### config.mk
export PLATFORM = sky130hd
export DESIGN_NAME = hwm_out_regs
export DESIGN_NICKNAME = d
export VERILOG_FILES = /design/src/rtl/hwm_pkg.sv /design/src/rtl/hwm_ctrl.sv /design/src/rtl/hwm_masked_reg.sv /design/src/rtl/hwm_datapath.sv /design/src/rtl/hwm_out_regs.sv
export SDC_FILE = /design/constraint.sdc
export NUM_CORES = 1
export LEC_CHECK = 0
export CAP_MARGIN = 0
export CELL_PAD_IN_SITES_DETAIL_PLACEMENT = 2
export CELL_PAD_IN_SITES_GLOBAL_PLACEMENT = 2
export CORE_MARGIN = 3
export CORE_UTILIZATION = 30
export DETAILED_ROUTE_END_ITERATION = 12
export GPL_TIMING_DRIVEN = 0
export PLACE_DENSITY_LB_ADDON = 0.1
export SLEW_MARGIN = 30
export SYNTH_ARGS = -nofsm -noshare
export SYNTH_HDL_FRONTEND = slang
export SYNTH_SLANG_ARGS = --single-unit
### constraint.sdc
create_clock -name clk -period 3.7 [get_ports clk]
set_input_delay 0.925 -clock clk [delete_from_list [all_inputs] [get_ports clk]]
set_output_delay 0.925 -clock clk [all_outputs]
set_load 0.02 [all_outputs]
### src/rtl/hwm_pkg.sv
package hwm_pkg;

  localparam int ADDR_W = 3;

  localparam logic [ADDR_W-1:0] A_OUT_FULL = 3'd0;
  localparam logic [ADDR_W-1:0] A_OUT_LO   = 3'd1;
  localparam logic [ADDR_W-1:0] A_OUT_HI   = 3'd2;
  localparam logic [ADDR_W-1:0] A_OE_FULL  = 3'd3;
  localparam logic [ADDR_W-1:0] A_OE_LO    = 3'd4;
  localparam logic [ADDR_W-1:0] A_OE_HI    = 3'd5;

  // write strobes for one register
  typedef struct packed {
    logic full;
    logic lower;
    logic upper;
  } halfStrobe_t;

  // control-to-datapath strobe bundle
  typedef struct packed {
    halfStrobe_t outWr;
    halfStrobe_t oeWr;
  } wrStrobe_t;

  typedef enum logic [2:0] {
    RD_NONE,
    RD_OUT_FULL,
    RD_OUT_LO,
    RD_OUT_HI,
    RD_OE_FULL,
    RD_OE_LO,
    RD_OE_HI
  } rdSel_t;

endpackage

### src/rtl/hwm_ctrl.sv
module hwm_ctrl
  import hwm_pkg::*;
(
  input  logic [ADDR_W-1:0] addr,
  input  logic              wrEn,
  output wrStrobe_t         strobe,
  output rdSel_t            rdSel
);

  always_comb begin
    strobe = '0;
    rdSel  = RD_NONE;
    unique case (addr)
      A_OUT_FULL: begin strobe.outWr.full  = wrEn; rdSel = RD_OUT_FULL; end
      A_OUT_LO:   begin strobe.outWr.lower = wrEn; rdSel = RD_OUT_LO;   end
      A_OUT_HI:   begin strobe.outWr.upper = wrEn; rdSel = RD_OUT_HI;   end
      A_OE_FULL:  begin strobe.oeWr.full   = wrEn; rdSel = RD_OE_FULL;  end
      A_OE_LO:    begin strobe.oeWr.lower  = wrEn; rdSel = RD_OE_LO;    end
      A_OE_HI:    begin strobe.oeWr.upper  = wrEn; rdSel = RD_OE_HI;    end
      default:    begin strobe = '0; rdSel = RD_NONE; end
    endcase
  end

endmodule

### src/rtl/hwm_masked_reg.sv
module hwm_masked_reg
  import hwm_pkg::*;
#(
  parameter int WIDTH = 32
) (
  input  logic             clk,
  input  logic             rstN,
  input  halfStrobe_t      strobe,
  input  logic [WIDTH-1:0] wrData,
  output logic [WIDTH-1:0] q
);

  localparam int HALF = WIDTH / 2;

  logic [HALF-1:0]  selMask;
  logic [HALF-1:0]  selVal;
  logic [WIDTH-1:0] nxt;

  assign selMask = wrData[WIDTH-1:HALF];
  assign selVal  = wrData[HALF-1:0];

  always_comb begin
    nxt = q;
    if (strobe.full) begin
      nxt = wrData;
    end else if (strobe.lower) begin
      nxt[HALF-1:0] = (selMask & selVal) | (~selMask & q[HALF-1:0]);
    end else if (strobe.upper) begin
      nxt[WIDTH-1:HALF] = (selMask & selVal) | (~selMask & q[WIDTH-1:HALF]);
    end
  end

  always_ff @(posedge clk or negedge rstN) begin
    if (!rstN) q <= '0;
    else       q <= nxt;
  end

endmodule

### src/rtl/hwm_datapath.sv
module hwm_datapath
  import hwm_pkg::*;
#(
  parameter int DATA_W = 32
) (
  input  logic              clk,
  input  logic              rstN,
  input  wrStrobe_t         strobe,
  input  rdSel_t            rdSel,
  input  logic [DATA_W-1:0] wrData,
  output logic [DATA_W-1:0] rdData,
  output logic [DATA_W-1:0] outQ,
  output logic [DATA_W-1:0] oeQ
);

  localparam int HALF   = DATA_W / 2;
  localparam int NUM_RG = 2;

  halfStrobe_t       regStrobe [NUM_RG];
  logic [DATA_W-1:0] regQ      [NUM_RG];

  assign regStrobe[0] = strobe.outWr;
  assign regStrobe[1] = strobe.oeWr;

  for (genvar gi = 0; gi < NUM_RG; gi++) begin : gReg
    hwm_masked_reg #(.WIDTH(DATA_W)) uReg (
      .clk    (clk),
      .rstN   (rstN),
      .strobe (regStrobe[gi]),
      .wrData (wrData),
      .q      (regQ[gi])
    );
  end

  assign outQ = regQ[0];
  assign oeQ  = regQ[1];

  always_comb begin
    rdData = '0;
    unique case (rdSel)
      RD_OUT_FULL: rdData = outQ;
      RD_OUT_LO:   rdData[HALF-1:0] = outQ[HALF-1:0];
      RD_OUT_HI:   rdData[HALF-1:0] = outQ[DATA_W-1:HALF];
      RD_OE_FULL:  rdData = oeQ;
      RD_OE_LO:    rdData[HALF-1:0] = oeQ[HALF-1:0];
      RD_OE_HI:    rdData[HALF-1:0] = oeQ[DATA_W-1:HALF];
      default:     rdData = '0;
    endcase
  end

endmodule

### src/rtl/hwm_out_regs.sv
module hwm_out_regs
  import hwm_pkg::*;
#(
  parameter int DATA_W = 32
) (
  input  logic              clk,
  input  logic              rstN,
  input  logic [ADDR_W-1:0] addr,
  input  logic              wrEn,
  input  logic [DATA_W-1:0] wrData,
  output logic [DATA_W-1:0] rdData,
  output logic [DATA_W-1:0] padOut,
  output logic [DATA_W-1:0] padOe
);

  wrStrobe_t strobe;
  rdSel_t    rdSel;

  hwm_ctrl uCtrl (
    .addr   (addr),
    .wrEn   (wrEn),
    .strobe (strobe),
    .rdSel  (rdSel)
  );

  hwm_datapath #(.DATA_W(DATA_W)) uDp (
    .clk    (clk),
    .rstN   (rstN),
    .strobe (strobe),
    .rdSel  (rdSel),
    .wrData (wrData),
    .rdData (rdData),
    .outQ   (padOut),
    .oeQ    (padOe)
  );

endmodule

==> summary.md <==
| Metric | Value |
|---|---|
| Clock buffer count from CTS | `9` |
| I/O pin count | `134` |
| Vias per cell | `5.62` |
| DR WL/cell | `25.4 um` |
| # setup viols final | `0` |
| Status | `finished, final reports clean` |
| Initial Util | `31.0%` |
| PD cells | `about 550 nW/um2` |
| Met3 Use GR | `2.84%` |
| Internal power | `2.14 mW` |
| Worst vdd ir | `0.000199 V` |
| # DRC | `0` |
| Nets | `596` |
| IO buf count | `132` |
| Share of cells above drive strength 1 | `13.5%` |
| Slew margin rel. | `50.5%` |
| Initial antenna violation count | `0` |
| Critical path class | `in -> out` |
| Global-route wire length before repair | `28300 um` |
| First drt pass iteration count | `4` |
| Share of synthesized flip-flops with an asynchronous set or reset | `100%` |
| Non-Filler Cell Area, Final | `6090 um2` |
| Syn. warnings | `0` |
| GR Util met1 | `33.5%` |
| Die width | `123 um` |
| Total track usage | `25.2%` |
| Endpoints failing hold | `0` |
| Total power | `between 3 and 4 mW` |
| Psw | `1.22 mW` |
| Rows | `42` |
| Area of the multi-input gates | `2300 um2` |
| Hold WC Path Type | `in -> async` |
| Max Slew Vio Count | `0` |
| Syn_area_per_cell | `10.0 um2` |
| Worst Max-Slew Pin Slew | `742 ps` |
| CP Capture Type | `primary output` |
| Largest net degree at the start of global routing | `41` |
| Post-synth top area cell | `dfrtp_1` |
| Post-synth cell types | `33` |
| Top post-synthesis cells by area | `dfrtp_1, mux2i_1, mux2_2, o21ai_0, mux2_1` |
| Vias post-DR | `4153` |
| Utilization after layout | `45.6%` |
| Area delta synth->final | `47.2%` |
| Setup crit start kind | `input port` |
| Max Cap Violations | `0` |
| Clock latency at the later pin of the worst-skew pair | `330 ps` |
| GR Overflow Total | `0` |
| Detailed Route WL | `18800 um` |
| Clock transition at path regs | `around 60 ps` |
| Ant. Diodes | `0` |
| CP top delay family | `buffers and inverters` |
| Setup ws final | `100 ps` |
| DPL Wire Length | `12800 um` |
| Vias in the first global route | `4550` |
| Worst endpoint data arrival time | `2670 ps` |
| Reg power frac | `32.5%` |
| Combinational Power Share | `38.6%` |
| Area of the die | `around 15000 um2` |
| Slack of the worst reg-to-reg path | `2840 ps` |
| Final period util | `97.3%` |
| Leak pwr | `2.56 nW` |
| H-Tree Depth | `3` |
| Die H | `123 um` |
| CP most frequent cell | `buf_6` |
| Slowest stage cell, crit path | `dlygate4sd2_1` |
| EDFF count, synth | `0` |
| Place WS | `-915 ps` |
| Sw frac | `36.3%` |
| Worst-path cell chain | `clkdlybuf4s15_2 -> buf_6 -> buf_6 -> buf_6 -> mux2i_1 -> o21ai_0 -> dlygate4sd2_1` |
| Clock Tree Buf Depth | `2` |
| Yosys top cell area share | `38.7%` |
| Final ANT Viol Nets | `0` |
| Tmin final | `3600 ps` |
| CP Max Fanout | `10` |
| Seq/Total Area, Yosys | `between 30% and 40%` |
| Unrepaired setup endpoints after global routing | `false` |
| Synth Cell Area | `4130 um2` |
| Skew final | `0 ps` |
| GPL Wtd Cong | `~0.8` |
| Syn nets | `around 450` |
| Bufs and invs on worst path | `5` |
| Clock sinks | `64` |
| CTS tree | `yes` |
| FF/Latch Area | `1600 um2` |
| Root buffer cell | `clkbuf_16` |
| Fillers | `~1500` |
| CP max stage delay | `approximately 390 ps` |
| DR iter-0 viols | `roughly 240` |
| Max Fclk | `278 MHz` |
| Core box area | `13300 um2` |
| Met2 usage | `roughly 42%` |
| CP required | `2770 ps` |
| Area post-placement | `5700 um2` |
| Clock power share | `slightly below 30%` |
| Synth Instances | `413` |
| Synth Flop Type | `dfrtp_1` |
| WHS | `roughly 500 ps` |
| Synthesized flop and latch total | `64` |
| Gr busiest metal | `met2` |
[path summary, 6_finish.rpt]
check,startpoint,end,depth (start not counted)
worst max-delay path,addr[0],rdData[14],7
worst min-delay path,rstN,asynchronous set/reset pin,1
worst max register to register,flop,flop,1
worst min register to register,flop,flop,1
max in group asynchronous,rstN,asynchronous set/reset pin,2
min in group clk,flop,flop,1
[synthesized netlist by cell type, types with 11 or more instances]
| cell | instances |
|---|---|
| a211o_1 | 16 |
| nor2_1 | 33 |
| mux2_2 | 17 |
| buf_6 | 11 |
| mux2_1 | 15 |
| nand2b_1 | 12 |
| a22oi_1 | 16 |
| nor3_1 | 12 |
| o21ai_0 | 36 |
| dfrtp_1 | 64 |
| nand2_1 | 13 |
| mux2i_1 | 56 |
| a21oi_1 | 32 |
| a31oi_1 | 16 |
| nor3b_1 | 13 |
[timing repair]
item | CTS | global route
hold buffers | 0 | 0
pin swaps | 0 | 1
buffers inserted | 0 | 2
resized for setup | 36 | 5
setup endpoints to repair | 32 | 13
[placed cells by master, fill, tap and decap left out, types with 2 or more instances in the layout]
cell type | synthesis | layout
mux2i_1 | 56 | 56
o21ai_0 | 36 | 36
buf_6 | 11 | 13
clkbuf_16 | 0 | 9
bufinv_16 | 0 | 2
clkbuf_4 | 0 | 2
buf_4 | 5 | 11
nand4b_1 | 2 | 2
clkbuf_1 | 7 | 4
a22oi_1 | 16 | 16
nand2_1 | 13 | 13
buf_2 | 10 | 6
mux2_1 | 15 | 15
clkbuf_2 | 1 | 3
a31oi_1 | 16 | 16
o211ai_1 | 4 | 4
nand3b_1 | 4 | 4
dlymetal6s2s_1 | 0 | 4
clkbuf_8 | 0 | 3
clkdlybuf4s50_1 | 0 | 114
nor2_1 | 33 | 32
a211o_1 | 16 | 16
nor3b_1 | 13 | 13
mux2_2 | 17 | 17
o2bb2ai_1 | 4 | 4
nor3_1 | 12 | 12
nand2b_1 | 12 | 12
dlygate4sd2_1 | 0 | 12
dfrtp_1 | 64 | 64
a21oi_1 | 32 | 32
o21ai_1 | 4 | 4
[logic make-up after synthesis]
kind of cell | count (synthesis) | synth area share, %
mux | 88 | 22.3
compound gates | 128 | 19.0
buf+inv | 35 | 5.96
simple gates | 97 | 13.3
flops | 64 | 38.7
xor+xnor | 1 | 0.666
[through the flow]
step / setup TNS [ps] / instances
finish: 0 / 739
detailed placement: -19950 / 722
global placement: -65560 / 721
floorplan: 0 / 413
CTS: 0 / 737
global route: 0 / 739
[metal layers]
| metal | up-vias | wire length [um] |
|---|---|---|
| met5 | - | 0 |
| met4 | 0 | 435 |
| met3 | 31 | 765 |
| met2 | 127 | 9300 |
| met1 | 2161 | 8290 |
| li1 | 1834 | - |
[power by group through the flow]
stage | Clock, mW | Combinational, mW | Sequential [mW]
floorplan | 0 | 0.452 | 1.25
global placement | 0 | 1.27 | 1.09
detailed placement | 0 | 1.31 | 1.10
CTS | 0.985 | 1.31 | 1.09
global route | 1.01 | 1.39 | 1.12
finish | 0.972 | 1.30 | 1.09
[layout make-up]
class	instances	share of cell area, %
Clock buffer	14	4.50
Buffer	34	4.50
Timing Repair Buffer	135	22.3
Sequential cell	64	26.3
Tap cell	176	3.62
Multi-Input combinational cell	314	37.8
Clock inverter	2	0.987
Note: power is estimated with default switching activity, not from simulation.
